<file path="config.mk">
export PLATFORM = sky130hd
export DESIGN_NAME = uart_irq_flags
export DESIGN_NICKNAME = d
export VERILOG_FILES = /design/src/rtl/uart_irq_flags.sv
export SDC_FILE = /design/constraint.sdc
export NUM_CORES = 1
export LEC_CHECK = 0
export BUFFER_PORTS_ARGS = -buffer_cell sky130_fd_sc_hd__clkbuf_2
export CORE_MARGIN = 2
export CORE_UTILIZATION = 36
export DETAILED_ROUTE_END_ITERATION = 8
export PLACE_DENSITY = 0.74
export SYNTH_ARGS = -nofsm -noshare
export SYNTH_HDL_FRONTEND = slang
export SYNTH_SLANG_ARGS = --single-unit
</file>
<file path="constraint.sdc">
create_clock -name clk_i -period 0.8 [get_ports clk_i]
set_input_delay 0.04 -clock clk_i [delete_from_list [all_inputs] [get_ports clk_i]]
set_output_delay 0.04 -clock clk_i [all_outputs]
set_load 0.03 [all_outputs]
</file>
<file path="src/rtl/uart_irq_flags.sv">
module uart_irq_flags #(
  parameter int DEPTH = 8,
  parameter int AW    = 4,
  parameter int DW    = 32,
  localparam int CW   = $clog2(DEPTH + 1)
) (
  input  logic          clk_i,
  input  logic          rst_ni,
  input  logic          rx_frame_err_i,
  input  logic          rx_parity_err_i,
  input  logic          rx_break_frame_i,
  input  logic          rx_break_done_i,
  input  logic          rx_timeout_i,
  input  logic [CW-1:0] tx_count_i,
  input  logic [CW-1:0] rx_count_i,
  input  logic [CW-1:0] tx_level_i,
  input  logic [CW-1:0] rx_level_i,
  input  logic [AW-1:0] reg_addr_i,
  input  logic          reg_we_i,
  input  logic [DW-1:0] reg_wdata_i,
  output logic [DW-1:0] reg_rdata_o,
  output logic          irq_o
);
  localparam int NF        = 10;
  localparam int EN_ADDR   = 0;
  localparam int FLAG_ADDR = 1;
  localparam logic [NF-1:0] LIVE = 10'h3F3;

  logic [NF-1:0] flag_q, en_q, set_v, clr_v;
  logic          brk_run_q, tx_one_q, irq_q;
  logic          wr_flag, wr_en, unused_hi;

  assign wr_flag   = reg_we_i && (reg_addr_i == AW'(FLAG_ADDR));
  assign wr_en     = reg_we_i && (reg_addr_i == AW'(EN_ADDR));
  assign clr_v     = wr_flag ? reg_wdata_i[NF-1:0] : '0;
  assign unused_hi = ^reg_wdata_i[DW-1:NF];

  always_comb begin
    set_v    = '0;
    set_v[0] = rx_frame_err_i;
    set_v[1] = rx_parity_err_i;
    set_v[4] = rx_count_i >= rx_level_i;
    set_v[5] = (tx_count_i == CW'(1)) && !tx_one_q;
    set_v[6] = tx_count_i <= tx_level_i;
    set_v[7] = rx_break_frame_i && !brk_run_q;
    set_v[8] = rx_timeout_i;
    set_v[9] = rx_break_done_i && brk_run_q;
  end

  always_ff @(posedge clk_i or negedge rst_ni) begin
    if (!rst_ni) begin
      flag_q    <= '0;
      en_q      <= '0;
      brk_run_q <= 1'b0;
      tx_one_q  <= 1'b0;
      irq_q     <= 1'b0;
    end else begin
      flag_q   <= ((flag_q & ~clr_v) | set_v) & LIVE;
      tx_one_q <= tx_count_i == CW'(1);
      irq_q    <= |(flag_q & en_q);
      if (wr_en) en_q <= reg_wdata_i[NF-1:0] & LIVE;
      if (rx_break_frame_i) brk_run_q <= 1'b1;
      else if (rx_break_done_i) brk_run_q <= 1'b0;
    end
  end

  always_comb begin
    reg_rdata_o = '0;
    if (reg_addr_i == AW'(FLAG_ADDR)) reg_rdata_o = DW'(flag_q);
    else if (reg_addr_i == AW'(EN_ADDR)) reg_rdata_o = DW'(en_q);
  end

  assign irq_o = irq_q;

  p_brk_excl_r10: assert property (@(posedge clk_i) disable iff (!rst_ni)
    !(rx_break_frame_i && rx_break_done_i));
  p_count_range_r6: assert property (@(posedge clk_i) disable iff (!rst_ni)
    (int'(tx_count_i) <= DEPTH) && (int'(rx_count_i) <= DEPTH));
  p_hold_r3: assert property (@(posedge clk_i) disable iff (!rst_ni)
    !wr_flag |=> ((flag_q & $past(flag_q)) == $past(flag_q)));
  p_clear_r3: assert property (@(posedge clk_i) disable iff (!rst_ni)
    (wr_flag && reg_wdata_i[8] && !rx_timeout_i) |=> !flag_q[8]);
  p_set_wins_r4: assert property (@(posedge clk_i) disable iff (!rst_ni)
    rx_frame_err_i |=> flag_q[0]);
  p_tx_thr_r6: assert property (@(posedge clk_i) disable iff (!rst_ni)
    (tx_count_i <= tx_level_i) |=> flag_q[6]);
  p_rx_thr_r7: assert property (@(posedge clk_i) disable iff (!rst_ni)
    (rx_count_i >= rx_level_i) |=> flag_q[4]);
  p_brk_first_r9: assert property (@(posedge clk_i) disable iff (!rst_ni)
    (rx_break_frame_i && !brk_run_q) |=> (flag_q[7] && brk_run_q));
  p_irq_r12: assert property (@(posedge clk_i) disable iff (!rst_ni)
    |(flag_q & en_q) |=> irq_o);
  p_no_irq_r12: assert property (@(posedge clk_i) disable iff (!rst_ni)
    !(|(flag_q & en_q)) |=> !irq_o);
endmodule

</file>
---- Yosys cells after proc, flatten, opt, wreduce, memory -nomap -nowiden ----
Index checks and enable logic that the tools add are counted.
Widths: inputs -> output; s select.
storage, ports and cells
  logic and storage cells ................. 28
  flip-flop bits (word level) ............. 19
  bits of input ports ..................... 60
cells by class
  eq/ne operators ......................... 2
  bitwise operators ....................... 4
  multiplexer cells ....................... 5
  reduce and logical (&&, ||, !) cells .... 10
  $lt $le $gt $ge ......................... 2
operator list
  operator            count
  $mux 32             1
  $and 10x10->10      2
  $mux 10             2
  $not 10->10         1
  $or 10x10->10       1
  $reduce_or 10->1    1
  $eq 4x1->1 const B  2
  $logic_and 1x1->1   5
  $ge 4x4->1          1
  $le 4x4->1          1
  $logic_not 4->1     1
  $logic_not 1->1     2
  $mux 1              2
  $reduce_bool 2->1   1

---- Logic depth before layout (Yosys ltp) ----
Gate-level depths: netlist of the first run.
  depth after elaboration ................. 6
  depth in mapped cells ................... 5

---- Least setup slack after synthesis of the first run ----
No wires, ideal clock.
  kind .................................... input-to-reg
  start ................................... input port reg_addr_i[3]
  end ..................................... register en_q[0]
  cell stages on the path ................. 4
  path slack .............................. -0.409 ns
  arrival ................................. 1.081 ns
  library setup time ...................... 0.127 ns
  required time ........................... 0.673 ns
  cells stage by stage .................... nor4b_4 nor2b_1 buf_4 mux2_1
between the ends
  word-level cells in the longest chain between the ends .. 2
RTL lines
  element               line  text
  from (decl)           18    input logic [AW-1:0] reg_addr_i,
  $logic_not 4->1       34    assign wr_en = reg_we_i && (reg_addr_i == AW'(EN_ADDR));
  $logic_and 1x1->1     34
  to (signal assigned)  61    if (wr_en) en_q <= reg_wdata_i[NF-1:0] & LIVE;
  to (decl)             29    logic [NF-1:0] flag_q, en_q, set_v, clr_v;
Every way passes these cells.
A chain may end at the register's enable or synchronous reset.

---- Final worst setup path of the first run ----
  start ................................... register flag_q[7]
  end ..................................... output port reg_rdata_o[7]
between the ends
  word-level cells in the longest chain between the ends .. 1
RTL lines
  element                 line  text
  from (decl)             29
  from (signal assigned)  58    flag_q <= ((flag_q & ~clr_v) | set_v) & LIVE;
  $mux 32                 69    if (reg_addr_i == AW'(FLAG_ADDR)) reg_rdata_o = DW'(flag_q);
  to (decl)               21    output logic [DW-1:0] reg_rdata_o,
Every way passes these cells.

==> flow_summary.yaml, run 1 <==
setup_path:
  worstSetupPathType: "flip-flop to output pin"
  critical_path.startpoint_type: "flip-flop"
  worst_r2r_startpoint: "flag_q[6]$_DFF_PN0_"
  reg2reg_setup_slack_ns: -0.29
  critPathCaptureType: "output pin"
  path_max_fanout: 2
  worst-endpoint-required_ns: 0.76
  critical-path-top-delay-family: "flip-flops"
  crit_start: "flag_q[7]$_DFF_PN0_"
  regToRegEndpoint: "flag_q[6]$_DFF_PN0_"
  r2r_cells: 3
  crit_path_max_incr_delay_ns: 0.42
  critical_path_arrival_ns: 1.16
  critical_path_depth: 3
  cpMaxStageDelayCell: "dfrtp_1"
  cp_num_buf_inv: 1
  cp_cell_sequence: "mux2i_2 -> nor2_4 -> buf_8"
power:
  cell_area_power_density_mw_per_mm2: 1410
  cellLeakagePower_nw: 1.03
  max-vdd-ir-drop_mv: 0.544
clocking:
  cts_buffer_depth: 2
  cts_inserted_buffers: 3
  clock_tree_root_driver_cell: "clkbuf_4"
  clock-sinks: 19
  clock_slew_at_reported_path_ffs_ns: 0.11
  cts_tree: "done"
  worstSkewPairLatency_ns: 0.29
  cts.htree.levels: 1
detailed_routing:
  drt-vias-per-instance: 4.43
  detailed_router_s_first_iteration_violation_count: 52
  drt_wl_total_um: 3460
  wl_per_cell_um: 13.6
  vias: 1126
  drc_viols: 0
  detailedRoute.firstPassIterationCount: 4
  final_antenna_net_count: 0
worst_hold_path:
  hold_path.class: "primary input to flip-flop"
  whs_path_depth: 2
  min_from: "reg_wdata_i[5]"
  worstHoldEndpoint: "en_q[5]$_DFFE_PN0P_"
grt:
  overflow: 0
  grt_pass1_vias: 1114
  pin_count_of_the_biggest_net_entering_global_routing: 20
  grt_antenna_before_repair: 0
  grt_pass1_wl_um: 5110
  track_usage_pct: 16.0
placed_design:
  gp_congestion: 0.728
  dp_hpwl_um: 2060
  port_buffers: 44
  place_area_mm2: 0.00160
sta:
  fmaxAchievable_mhz: 835
  setup_slack_ns: -0.398
  timing.final.setup_violations: 22
  final_hold_viol_count: 0
  fin_tns_setup_ns: -4.85
  final_period_minus_worst_setup_slack_ns: 1.20
  skew_ns: 0.00330
  final_cycle_share_pct: 150
  grt_setup_unrepaired: "true"
  timing.final.max_slew_violations: 0
layout:
  n_antenna_cell: 0
  layout.cells.most_common_list: "clkbuf_2, conb_1, dfrtp_1"
  finish.net_count: 277
  syn2layout_area_growth_pct: 68.0
  mostFrequentLayoutCell: "clkbuf_2"
  final_util_pct: 63.1
  layout-drive-gt1-share_pct: 50.0
  stdcell_area_mm2: 0.00212
  fill_cells: 270
floorplanning:
  fp.dieW_um: 63.2
  dieHeight_um: 63.2
  io_pins: 93
  rows: 21
  initial_util_pct: 37.6
  core-area_mm2: 0.00336
  die_area_mm2: 0.00400
synthesis:
  synth_top_area_cell: "dfrtp_1"
  synth.lib_cells_used.distinct: 28
  synthesized_cell_area_mm2: 0.00126
  syn-instance-count: 125
  post_synth_main_area_contributors: "dfrtp_1, buf_4, ha_1"
  synth.ff_latch_count: 19
  yosysSeqAreaShare_pct: 37.6
  yosysWarnings: 0
  synth_top_area_share_pct: 37.6
  synth_area_per_cell_um2: 10.1
run_status:
  run_status: "complete, but fails checks"
  failed_checks: "negative setup slack"
job:
  drv_cap: 0
area by class of cell:
class                           count  area, µm²  area share [%]
Clock buffer                        4       26.3            1.24
Inverter                           11       41.3            1.94
Sequential cell                    19        475            22.4
Tap cell                           46       57.6            2.71
Multi-Input combinational cell     90        782            36.8
Timing Repair Buffer               84        741            34.9
state kept, by name, summed over array words and instances (netlist names):
name and flops:
brk_run_q 1, irq_o 1, en_q 8, flag_q 8, tx_one_q 1
cells in the mapped netlist (all sizes together):
master and instances:
clkbuf 2, mux2 8, a22oi 4, mux2i 8
nor2b 2, nor4 1, ha 8, nor4b 1
and3 1, a22o 3, nand4 1, o221ai 1
a21o 3, a221o 1, dfrtp 19, a21oi 3
o21bai 1, or3 1, buf 26, nand2 1
and4 1, nand3 7, inv 11, nand2b 1
conb 1, nor2 8, o211ai 1
layer usage:
layer / share of wire, % / GRT usage [%] / vias to the layer above
met2: 53 / 29.8 / 46
met1: 42 / 19.3 / 526
met4: 0.41 / 3.26 / 0
li1: - / - / 552
met3: 5.2 / 2.86 / 2
met5: 0 / 0 / -
report_power, final:
group          leakage, nW  total, mW  internal (mW)  switching, mW
Clock               0.0150      0.482          0.194          0.289
Sequential           0.204       1.20           1.08          0.119
Combinational        0.808       1.31          0.719          0.590
kinds of logic (layout without fill, tap and decap cells):
group	count (synthesis)	count (layout)	synth area share, %
buffers and inverters	39	99	19.1
AND/OR/NAND/NOR	25	25	11.5
flip-flops	19	19	37.6
AO/OA/AOI/OAI	17	17	10.1
multiplexers	16	16	13.5
adder cells (fa/ha/maj)	8	8	7.92
other	1	24	0.297
how the worst max path moves through the flow:
stage / to / slack [ns]
2_1_floorplan: en_q[0]$_DFFE_PN0P_ / -0.41
3_3_place_gp: en_q[5]$_DFFE_PN0P_ / -0.42
3_5_place_dp: en_q[5]$_DFFE_PN0P_ / -0.44
4_1_cts: reg_rdata_o[6] / -0.38
5_1_grt: reg_rdata_o[7] / -0.46
6_report: reg_rdata_o[7] / -0.40
timing repair:
action	4_1_cts	5_1_grt
pin swaps	14	4
setup buffers	12	6
endpoints found under the hold margin	32	0
hold buffers	13	0
resized for setup	44	28
gates cloned	0	0
setup endpoints to repair	20	25
worst reg2reg max path, stage by stage (launching register included):
cell,delay [ns]
dfrtp_1,0.41
buf_4,0.14
buf_4,0.13
a221o_1,0.30
per-stage QoR:
| stage | setup WS [ns] | instances | total power, mW | hold slack [ns] |
|---|---|---|---|---|
| global route | -0.460 | 254 | 3.16 | 0.0151 |
| finish | -0.398 | 254 | 2.99 | 0.0222 |
| floorplan | -0.408 | 148 | 1.79 | -0.256 |
| detailed placement | -0.438 | 221 | 1.96 | 0.0215 |
| global placement | -0.420 | 221 | 1.93 | 0.0150 |
| CTS | -0.382 | 250 | 2.85 | 0.0125 |
Note: power is estimated with default switching activity, not from simulation.
==> run 2: changes to the inputs <==
- CORE_UTILIZATION: 36 -> 30
- GPL_ROUTABILITY_DRIVEN: not set -> 0
- PLACE_DENSITY: 0.74 -> 0.68
==> run 2 against run 1 <==
  * The run still ends with negative setup slack left
  * Setup slack better by 0.075 ns
  * Via count is the same
  * Flip-flop and latch count did not move
==> flow_summary.yaml, run 2 (synthesis results as in run 1) <==
run_status:
  run_status: "complete, but fails checks"
  failed_checks: "negative setup slack"
floorplanning:
  die_area_mm2: 0.00475
  io_pins: 93
  dieHeight_um: 68.9
  rows: 23
  initial_util_pct: 31.4
  core-area_mm2: 0.00403
  fp.dieW_um: 68.9
setup_path:
  cpMaxStageDelayCell: "dfrtp_1"
  critical_path.startpoint_type: "flip-flop"
  path_max_fanout: 2
  crit_path_max_incr_delay_ns: 0.41
  cp_cell_sequence: "buf_4 -> buf_6 -> a22oi_1 -> nand4_1"
  critical_path_arrival_ns: 1.25
  worst_r2r_startpoint: "flag_q[5]$_DFF_PN0_"
  r2r_cells: 4
  worstSetupPathType: "flip-flop to flip-flop"
  worst_setup_path_endpoint: "irq_o$_DFF_PN0_"
  reg2reg_setup_slack_ns: -0.32
  crit_start: "flag_q[5]$_DFF_PN0_"
  regToRegEndpoint: "irq_o$_DFF_PN0_"
  critPathCaptureType: "flip-flop"
  worst-endpoint-required_ns: 0.93
detailed_routing:
  drt_wl_total_um: 2970
  detailedRoute.firstPassIterationCount: 4
  final_antenna_net_count: 0
  wl_per_cell_um: 11.6
  vias: 1126
  detailed_router_s_first_iteration_violation_count: 15
  drc_viols: 0
  drt-vias-per-instance: 4.40
sta:
  fmaxAchievable_mhz: 890
  timing.final.setup_violations: 23
  timing.final.max_slew_violations: 0
  setup_slack_ns: -0.324
  fin_tns_setup_ns: -4.26
  grt_setup_unrepaired: "true"
  final_hold_viol_count: 0
  final_cycle_share_pct: 140
  final_period_minus_worst_setup_slack_ns: 1.12
  skew_ns: 0.00224
layout:
  fill_cells: 363
  mostFrequentLayoutCell: "clkbuf_2"
  n_antenna_cell: 0
  reg_top3: "en_q (8), flag_q (8)"
  finish.net_count: 275
  layout.cells.most_common_list: "clkbuf_2, conb_1, buf_4"
  syn2layout_area_growth_pct: 61.6
  layout-drive-gt1-share_pct: 52.9
grt:
  track_usage_pct: 13.1
  overflow: 0
  pin_count_of_the_biggest_net_entering_global_routing: 20
  grt_pass1_vias: 1032
  grt_pass1_wl_um: 4470
  grt_antenna_before_repair: 0
clocking:
  cts_tree: "done"
  cts_inserted_buffers: 3
  worstSkewPairLatency_ns: 0.26
  cts.htree.levels: 1
  clock-sinks: 19
  cts_buffer_depth: 2
  clock_slew_at_reported_path_ffs_ns: 0.07
  clock_tree_root_driver_cell: "clkbuf_8"
power:
  totalPowerFinal_mw: 3.03
  cellLeakagePower_nw: 1.01
  cell_area_power_density_mw_per_mm2: 1490
  max-vdd-ir-drop_mv: 0.802
job:
  drv_cap: 0
worst_hold_path:
  hold_path.class: "primary input to flip-flop"
placed_design:
  port_buffers: 44
  dp_hpwl_um: 2130
==> run 2: changes by cell type in the layout (fill, tap and decap cells not counted), sizes merged <==
cell | before | now
dlygate4sd3 | 13 | 5
buf | 38 | 44
clkbuf | 37 | 36
clkinv | 0 | 1
==> run 2: routing by layer <==
metal | vias to the layer above | track usage [%] | part of all wire (%)
met1 | 531 | 15.3 | 38
met3 | 4 | 3.08 | 6.2
li1 | 550 | - | -
met5 | - | 0 | 0
met2 | 41 | 22.1 | 54
met4 | 0 | 6.62 | 1.9
==> run 2: where the power goes <==
part,leakage [nW],switching [mW],internal (mW),total [mW]
clock,0.0255,0.327,0.346,0.673
combinational,0.781,0.555,0.625,1.18
sequential,0.204,0.0975,1.08,1.18
==> run 2: critical path: cells and delay by family, from the launching register on <==
family / cells / cell delay (ns)
AO/OA/AOI/OAI: 1 / 0.22
buffers and inverters: 2 / 0.26
flip-flops: 1 / 0.41
AND/OR/NAND/NOR: 1 / 0.11
==> run 2: layout make-up <==
type	count	area (µm²)	area share (%)
multi-input cells	90	762	37.3
clock buffers	3	41.3	2.02
well taps	50	62.6	3.06
flip-flops and latches	19	475	23.3
inverters	11	41.3	2.02
repair buffers	82	654	32.0
clock inverters	1	5.00	0.245
==> run 2: worst min path at each step <==
stage                           from                     to  cells after the start
finish              rx_break_frame_i  brk_run_q$_DFFE_PN0P_                      2
global route          reg_wdata_i[4]    en_q[4]$_DFFE_PN0P_                      2
CTS                 rx_break_frame_i  brk_run_q$_DFFE_PN0P_                      2
detailed placement            rst_ni    flag_q[1]$_DFF_PN0_                      1
global placement              rst_ni    flag_q[1]$_DFF_PN0_                      1
floorplan                     rst_ni  brk_run_q$_DFFE_PN0P_                      0
==> run 2: stage by stage <==
stage | std cells | hold WS, ns | area, µm² | worst slack [ns] | utilization, %
6_report | 256 | 0.00804 | 2040 | -0.324 | 50.7
5_1_grt | 256 | 0.0216 | 2040 | -0.356 | 50.7
4_1_cts | 254 | 0.00325 | 2000 | -0.325 | 49.6
3_5_place_dp | 231 | 0.0288 | 1620 | -0.420 | 40.3
3_3_place_gp | 231 | 0.0192 | 1620 | -0.407 | 40.3
2_1_floorplan | 148 | -0.256 | 1430 | -0.408 | -
==> run 2: repair_timing <==
action | CTS | global route
hold buffers | 5 | 0
setup buffers | 14 | 5
hold endpoints to repair | 23 | 0
pin swaps | 9 | 4
gates resized for setup | 44 | 18
endpoints found under the setup margin | 23 | 23
